`src/rtl/ratio_clkdiv_pkg.sv`:
```
package ratio_clkdiv_pkg;

  localparam int CTRL_W = 16;
  localparam int SEL_W  = 6;

  // Counting source carried in control bit 0
  typedef enum logic {
    SRC_REF = 1'b0,
    SRC_ALT = 1'b1
  } src_e;

  // Control word layout; the selector position is decoded by the ratio map
  typedef struct packed {
    logic [7:0]       upper;
    logic [SEL_W-1:0] sel;
    logic             keep;
    src_e             src;
  } ctrl_s;

endpackage

```
`src/rtl/ratio_clkdiv_regs.sv`:
```
module ratio_clkdiv_regs
  import ratio_clkdiv_pkg::*;
(
  input  logic  clk,
  input  logic  rst_n,
  input  logic  full_we,
  input  logic  ratio_we,
  input  ctrl_s wdata,
  output ctrl_s ctrl_q
);

  always_ff @(posedge clk) begin
    if (!rst_n) begin
      ctrl_q <= '0;
    end else if (full_we) begin
      ctrl_q <= wdata;
    end else if (ratio_we) begin
      ctrl_q.sel <= wdata.sel;
      ctrl_q.src <= SRC_REF;
    end
  end

  AST_RATIO_KEEP: assert property (@(posedge clk) disable iff (!rst_n)
    (ratio_we && !full_we) |=> (ctrl_q.upper == $past(ctrl_q.upper)
      && ctrl_q.keep == $past(ctrl_q.keep) && ctrl_q.src == SRC_REF));

  AST_FULL_LOAD: assert property (@(posedge clk) disable iff (!rst_n)
    full_we |=> (ctrl_q == $past(wdata)));

endmodule

```
`src/rtl/ratio_clkdiv_map.sv`:
```
module ratio_clkdiv_map #(
  parameter int SEL_W    = 6,
  parameter int DIV_MIN  = 2,
  parameter int LIN_LAST = 6,
  parameter int STEP_HI  = 2,
  parameter int DIV_MAX  = 96,
  parameter int DIV_W    = $clog2(DIV_MAX + 1)
) (
  input  logic [SEL_W-1:0] sel,
  output logic [DIV_W-1:0] div
);

  localparam int KNEE = DIV_MIN + LIN_LAST;

  int raw;

  always_comb begin
    if (int'(sel) <= LIN_LAST) begin
      raw = DIV_MIN + int'(sel);
    end else begin
      raw = KNEE + STEP_HI * (int'(sel) - LIN_LAST);
    end
    if (raw > DIV_MAX) begin
      raw = DIV_MAX;
    end
    div = DIV_W'(raw);
  end

endmodule

```
`src/rtl/ratio_clkdiv_core.sv`:
```
module ratio_clkdiv_core #(
  parameter int DIV_MIN = 2,
  parameter int DIV_MAX = 96,
  parameter int DIV_W   = $clog2(DIV_MAX + 1)
) (
  input  logic             clk,
  input  logic             rst_n,
  input  logic             adv,
  input  logic [DIV_W-1:0] div_next,
  output logic [DIV_W-1:0] div_cur,
  output logic             wave,
  output logic             period_end
);

  logic [DIV_W-1:0] cnt;
  logic             last;

  assign last       = (cnt == div_cur - 1'b1);
  assign period_end = adv && last;
  assign wave       = (cnt < (div_cur >> 1));

  always_ff @(posedge clk) begin
    if (!rst_n) begin
      cnt     <= '0;
      div_cur <= DIV_W'(DIV_MIN);
    end else if (adv) begin
      if (last) begin
        cnt     <= '0;
        div_cur <= div_next;
      end else begin
        cnt <= cnt + 1'b1;
      end
    end
  end

  AST_CNT_BOUND: assert property (@(posedge clk) disable iff (!rst_n)
    cnt < div_cur);

  AST_DIV_RANGE: assert property (@(posedge clk) disable iff (!rst_n)
    (div_cur >= DIV_W'(DIV_MIN)) && (div_cur <= DIV_W'(DIV_MAX)));

  AST_DIV_HOLD: assert property (@(posedge clk) disable iff (!rst_n)
    !period_end |=> $stable(div_cur));

  AST_STALL: assert property (@(posedge clk) disable iff (!rst_n)
    !adv |=> $stable(cnt));

endmodule

```
`src/rtl/ratio_clkdiv.sv`:
```
module ratio_clkdiv
  import ratio_clkdiv_pkg::*;
#(
  parameter int DIV_MIN  = 2,
  parameter int LIN_LAST = 6,
  parameter int DIV_MAX  = 96,
  parameter int DIV_W    = $clog2(DIV_MAX + 1)
) (
  input  logic              clk,
  input  logic              rst_n,
  input  logic              alt_tick,
  input  logic              reg_wr_en,
  input  logic              ratio_wr_en,
  input  logic [CTRL_W-1:0] reg_wdata,
  output logic [CTRL_W-1:0] reg_rdata,
  output logic [DIV_W-1:0]  div_now,
  output logic              clk_out,
  output logic              period_strobe
);

  ctrl_s            wr_s;
  ctrl_s            ctrl_q;
  logic [DIV_W-1:0] div_pend;
  logic             adv;

  assign wr_s      = ctrl_s'(reg_wdata);
  assign reg_rdata = CTRL_W'(ctrl_q);
  assign adv       = (ctrl_q.src == SRC_ALT) ? alt_tick : 1'b1;

  ratio_clkdiv_regs u_regs (
    .clk      (clk),
    .rst_n    (rst_n),
    .full_we  (reg_wr_en),
    .ratio_we (ratio_wr_en),
    .wdata    (wr_s),
    .ctrl_q   (ctrl_q)
  );

  ratio_clkdiv_map #(
    .SEL_W    (SEL_W),
    .DIV_MIN  (DIV_MIN),
    .LIN_LAST (LIN_LAST),
    .STEP_HI  (2),
    .DIV_MAX  (DIV_MAX),
    .DIV_W    (DIV_W)
  ) u_map (
    .sel (ctrl_q.sel),
    .div (div_pend)
  );

  ratio_clkdiv_core #(
    .DIV_MIN (DIV_MIN),
    .DIV_MAX (DIV_MAX),
    .DIV_W   (DIV_W)
  ) u_core (
    .clk        (clk),
    .rst_n      (rst_n),
    .adv        (adv),
    .div_next   (div_pend),
    .div_cur    (div_now),
    .wave       (clk_out),
    .period_end (period_strobe)
  );

  AST_EVEN_ABOVE_KNEE: assert property (@(posedge clk) disable iff (!rst_n)
    (int'(ctrl_q.sel) > LIN_LAST) |-> (div_pend[0] == 1'b0));

  AST_LINEAR_RUN: assert property (@(posedge clk) disable iff (!rst_n)
    (int'(ctrl_q.sel) <= LIN_LAST) |-> (int'(div_pend) == DIV_MIN + int'(ctrl_q.sel)));

endmodule

```
`config.mk`:
```
export PLATFORM = sky130hd
export DESIGN_NAME = ratio_clkdiv
export DESIGN_NICKNAME = d
export VERILOG_FILES = /design/src/rtl/ratio_clkdiv_pkg.sv /design/src/rtl/ratio_clkdiv_regs.sv /design/src/rtl/ratio_clkdiv_map.sv /design/src/rtl/ratio_clkdiv_core.sv /design/src/rtl/ratio_clkdiv.sv
export SDC_FILE = /design/constraint.sdc
export NUM_CORES = 1
export LEC_CHECK = 0
export CAP_MARGIN = 30
export CORE_ASPECT_RATIO = 1.5
export CORE_MARGIN = 2
export CORE_UTILIZATION = 45
export CTS_BUF_LIST = sky130_fd_sc_hd__clkbuf_8 sky130_fd_sc_hd__clkbuf_16
export CTS_CLUSTER_SIZE = 24
export DETAILED_ROUTE_END_ITERATION = 6
export GPL_ROUTABILITY_DRIVEN = 0
export PLACE_DENSITY = 0.74
export REMOVE_ABC_BUFFERS = 1
export SLEW_MARGIN = 40
export SYNTH_ARGS = -nofsm -noshare
export SYNTH_HDL_FRONTEND = slang
export SYNTH_SLANG_ARGS = --single-unit
```
`constraint.sdc`:
```
create_clock -name clk -period 3.7 [get_ports clk]
set_clock_uncertainty 0.15 [all_clocks]
set_input_delay 0.74 -clock clk [delete_from_list [all_inputs] [get_ports clk]]
set_output_delay 0.74 -clock clk [all_outputs]
set_load 0.02 [all_outputs]
```
-- After elaboration in Yosys (flattened, before gate mapping)
Index checks and enable logic that the tools add are counted.
- add/subtract/negate cells: 5
- $lt $le $gt $ge: 3
- eq/ne operators: 1
- multiplexer cells: 8
- reductions and logical operators: 3
- operators by type and width (operator ; count):
    adder 5 x 32 -> 32 bit (first input constant) ; 1
    > comparator 32 x 8 -> 1 bit (second input constant) ; 1
    2-to-1 mux 32 bit ; 1
    2-to-1 mux 7 bit ; 2
    2-to-1 mux 6 bit ; 2
    adder 2 x 6 -> 7 bit (first input constant) ; 1
    adder 7 x 1 -> 7 bit (second input constant) ; 1
    == test 7 bit ; 1
    < comparator 7 x 6 -> 1 bit ; 1
    subtractor 6 x 3 -> 7 bit (second input constant) ; 1
    subtractor 7 x 1 -> 7 bit (second input constant) ; 1
    less-or-equal comparator 6 x 3 -> 1 bit (second input constant) ; 1
    2-to-1 mux 1 bit ; 3
    AND reduction 2 bit ; 1
    nonzero test 2 bit ; 1
    logical AND 1 bit ; 1
- bits in registers: 30
- input bits: 21
- output and inout port bits: 25
- logic and storage cells: 26

-- Longest topological paths before layout
Gate-level depths: netlist of run 1.
- depth after elaboration: 5
- gate-level depth with buffers: 12
- depth with buffers taken out: 11

-- Cells and area by module
A second synthesis of run 1 with hierarchy kept.
- cell total of the unflattened synthesis: 201
- area total of the unflattened synthesis: 1869.3 um^2
- by module, submodules not included (module ; instances ; cells each ; area an instance (um^2) ; sequential area each (um^2)):
    ratio_clkdiv_core ; 1 ; 102 ; 908.4 ; 280.3
    ratio_clkdiv_regs ; 1 ; 59 ; 623.1 ; 320.3
    ratio_clkdiv_map ; 1 ; 39 ; 331.6 ; 0.0
    ratio_clkdiv ; 1 ; 1 ; 6.3 ; 0.0

-- Worst setup path after synthesis of run 1
OpenSTA, ideal clock, no wires.
- kind: register -> output
- from: register u_core.div_cur[1]
- to: output port period_strobe
- arrival: 2378 ps
- data required time: 2810 ps
- slack: 432 ps
- stages on the path, launching flop included: 10
- buffers on the path: 1
- cells stage by stage: dfxtp_1 > inv_1 > ha_1 > or4b_4 > o21a_1 > or4_4 > a211oi_4 > nand2_1 > clkinv_1 > buf_6
- longest elaborated chain between the ends: 3
- RTL lines (element ; RTL line ; text):
    start, declared ; ratio_clkdiv_core.sv:10 ; output logic [DIV_W-1:0] div_cur,
    start signal, assigned ; ratio_clkdiv_core.sv:25 ; div_cur <= DIV_W'(DIV_MIN);
    start signal, assigned ; ratio_clkdiv_core.sv:29 ; div_cur <= div_next;
    subtractor 7 x 1 -> 7 bit ; ratio_clkdiv_core.sv:18 ; assign last = (cnt == div_cur - 1'b1);
    == test 7 bit ; ratio_clkdiv_core.sv:18 ;
    logical AND 1 bit ; ratio_clkdiv_core.sv:19 ; assign period_end = adv && last;
    end, declared ; ratio_clkdiv.sv:18 ; output logic period_strobe
Every way passes these cells.

-- Worst setup path after layout of run 1
Ends and elaborated chain as after synthesis.

==> flow_metrics.py, run 1 <==
metrics = {
    "hold_path": {
        "min-delay-start": "u_regs.ctrl_q[9]$_SDFFE_PN0P_",
        "hold_class": "register to register",
        "min_to": "u_regs.ctrl_q[9]$_SDFFE_PN0P_",
        "hold_depth": 2,
    },
    "detailed_routing": {
        "vias": 1758,
        "antenna_left": 0,
        "via_per_inst": 5.60,
        "drt_wl_total_um": 4300,
        "wl_per_cell_um": 13.7,
        "dr.pass1.iters": 6,
        "drc": 0,
        "drtIter0Drc": 34,
    },
    "sta": {
        "setup_viol": 0,
        "hold_violations": 0,
        "fin_hold_ws_ns": 0.345,
        "min_period_over_period_pct": 93.8,
        "slew_violations": 0,
        "fin_ws_ns": 0.229,
        "rsz0062_at_grt": "no",
        "fmax_ghz": 0.288,
        "tightestPinTransition_ns": 0.542,
        "relSlewSlack_pct": 63.4,
        "setup_tns_ns": 0,
        "post-route-min-period_ns": 3.47,
    },
    "pwr": {
        "p_int_mw": 0.799,
        "totalPowerFinal_mw": 1.26,
        "power_leakage_nw": 1.00,
        "switching_share_pct": 36.7,
        "p_sw_mw": 0.464,
        "ir_drop_uv": 460,
        "seqPwrFrac_pct": 32.1,
        "combPwrFrac_pct": 46.2,
        "power.density_nw_per_um2": 502,
        "clkPwrFrac_pct": 21.8,
    },
    "synth": {
        "ys_types": 53,
        "synthesis.area_sq_um": 1900,
        "syn_avg_cell_area_sq_um": 8.71,
        "ys_ff_latch": 30,
        "synthArstFlopShare_pct": 0,
        "yosysWarningCount": 0,
        "synth_edf_count": 0,
        "ys_seq_area_share_pct": 31.6,
        "postSynthCellCount": 218,
        "ys.flop_type": "dfxtp_1",
    },
    "global_routing": {
        "grt_use_total_pct": 19.9,
        "first_global_vias": 1775,
        "grt_pass1_wl_um": 7730,
        "grt_max_degree": 29,
        "grt_overflow": 0,
        "antenna_found_initial": 0,
    },
    "clocking": {
        "h-tree-depth": 2,
        "cts_buffers": 5,
        "cts.sinks": 30,
        "clock_path_buffers": 2,
        "postCtsHoldBufs": 0,
        "path_clk_slew_ns": 0.06,
        "clk-insertion-delay-late_ns": 0.28,
        "tritoncts": "done",
        "clockRootBuffer": "clkbuf_8",
    },
    "floorplan": {
        "rows": 28,
        "core_sq_um": 3990,
        "pin_count": 46,
        "start_util_pct": 47.5,
        "die_y_um": 83.5,
        "die_w_um": 57.0,
        "dieArea_sq_um": 4760,
    },
    "place": {
        "hpwl_um": 3340,
        "place_ws_ns": 0.0768,
        "numPortBuffers": 45,
    },
    "run_status": {
        "status": "finished, final reports clean",
    },
    "cells_and_area": {
        "area_delta_synth_final_pct": 32.6,
        "final_common_cell": "clkdlybuf4s50_1",
        "n_antenna_cell": 0,
        "nets": 303,
        "fin_util_pct": 63.0,
        "fillers": 366,
        "drive_gt1_share_pct": 12.3,
        "mostFrequentLayoutCells": "clkdlybuf4s50_1 (43), dfxtp_1 (30), nand2_1 (16)",
    },
    "setup_path": {
        "r2r_start": "u_regs.ctrl_q[3]$_SDFFE_PN0P_",
        "startpoint": "u_core.div_cur[1]$_SDFFE_PN1P_",
        "reg2reg_depth": 10,
        "rr_endpoint": "u_core.div_cur[4]$_SDFFE_PN0P_",
        "cp.arrival_ns": 2.58,
        "crit_type": "register to output pin",
        "r2r_slack_ns": 0.68,
        "startpoint_type": "register",
        "crit_required_ns": 2.81,
        "critical_path.max_fanout": 3,
        "end_kind": "output pin",
    },
    "run": {
        "max-cap-violations": 0,
    },
}
[layer usage]
| metal | wire (um) | global-route usage (%) |
|---|---|---|
| met4 | 85 | 6.98 |
| met3 | 236 | 5.43 |
| met1 | 1760 | 22.4 |
| met2 | 2220 | 35.1 |
| met5 | 0 | 0 |
[through the flow]
| step | instances | instance area (sq um) |
|---|---|---|
| floorplan | 207 | 1840 |
| global placement | 306 | 2420 |
| detailed placement | 306 | 2420 |
| CTS | 314 | 2510 |
| global route | 314 | 2520 |
| finish | 314 | 2520 |
[worst max-delay path by stage]
| stage | slack (ns) | end |
|---|---|---|
| floorplan | 0.42 | period_strobe |
| finish | 0.23 | period_strobe |
| global placement | 0.11 | period_strobe |
| global route | 0.08 | period_strobe |
| CTS | 0.04 | period_strobe |
| detailed placement | 0.08 | period_strobe |
[power by group through the flow]
stage | Clock (mW) | Sequential [mW] | Combinational [mW]
after floorplan | 0 | 0.441 | 0.344
after global placement | 0 | 0.411 | 0.584
after detailed placement | 0 | 0.412 | 0.593
after CTS | 0.283 | 0.405 | 0.591
after global routing | 0.293 | 0.412 | 0.644
final | 0.275 | 0.405 | 0.583
[synthesized netlist by cell type, types with 2 or more instances]
library cell  number  area share [%]
dfxtp_1           30              32
nand2_1           16             3.2
nor2_1            15             3.0
ha_1              14             9.2
nor3_1            12             3.2
o21ai_0           12             3.2
a21oi_1           10             2.6
xor2_1            10             4.6
mux2i_1            9             4.7
xnor2_1            9             4.2
inv_1              8             1.6
nand3_1            6             1.6
a21o_1             5             2.0
clkbuf_1           5            0.99
nand4_1            5             1.6
a211oi_1           4             1.6
buf_1              3            0.59
a211o_2            2             1.1
and3_1             2            0.66
nor3b_1            2            0.79
nor4_1             2            0.66
o211ai_1           2            0.79
o21a_1             2            0.79
o31ai_1            2            0.79
o32ai_1            2            0.92
or4_1              2            0.79
[registers in the layout (all words and copies together), names as in the netlist]
| signal | count |
|---|---|
| u_regs.ctrl_q | 16 |
| u_core.div_cur | 7 |
| u_core.cnt | 7 |
[cells by family after synthesis]
group           after synthesis  share of synthesized area [%]
flops                        30                           31.6
mux                           9                           4.75
simple gates                 76                           22.1
fa+ha+maj                    14                           9.23
xor+xnor                     19                           8.77
compound gates               49                           18.7
buf+inv                      21                           4.81
[cell type report]
class	instances	area (sq um)	area share (%)
multi-input combinational	167	1210	48.2
inverter	10	37.5	1.49
sequential	30	601	23.9
timing repair buffer	54	515	20.5
clock buffer	6	82.6	3.28
tap	45	56.3	2.24
clock inverter	2	12.5	0.497
[worst max-delay path, cell delays in order (launching register included)]
cell and delay (ns):
dfxtp_1 0.31, inv_1 0.08, ha_1 0.19, or4b_4 0.47
o21a_1 0.18, or4_4 0.53, a211oi_4 0.19, nand2_1 0.12
clkinv_1 0.08, clkbuf_2 0.16
[timing repair]
action                     4_1_cts  5_1_grt
gates resized for setup          1        3
setup endpoints to repair        1        2
setup buffers                    0        0
Power figures use the tool's default switching activity.
==> run 2, diff against run 1 <==
--- a/config.mk
+++ b/config.mk
@@ -15,6 +15,7 @@
 export GPL_ROUTABILITY_DRIVEN = 0
 export PLACE_DENSITY = 0.74
 export REMOVE_ABC_BUFFERS = 1
+export SKIP_LAST_GASP = 1
 export SLEW_MARGIN = 40
 export SYNTH_ARGS = -nofsm -noshare
 export SYNTH_HDL_FRONTEND = slang
==> results of run 2 <==
The final DEF is identical to that of run 1; final timing and power are the same.
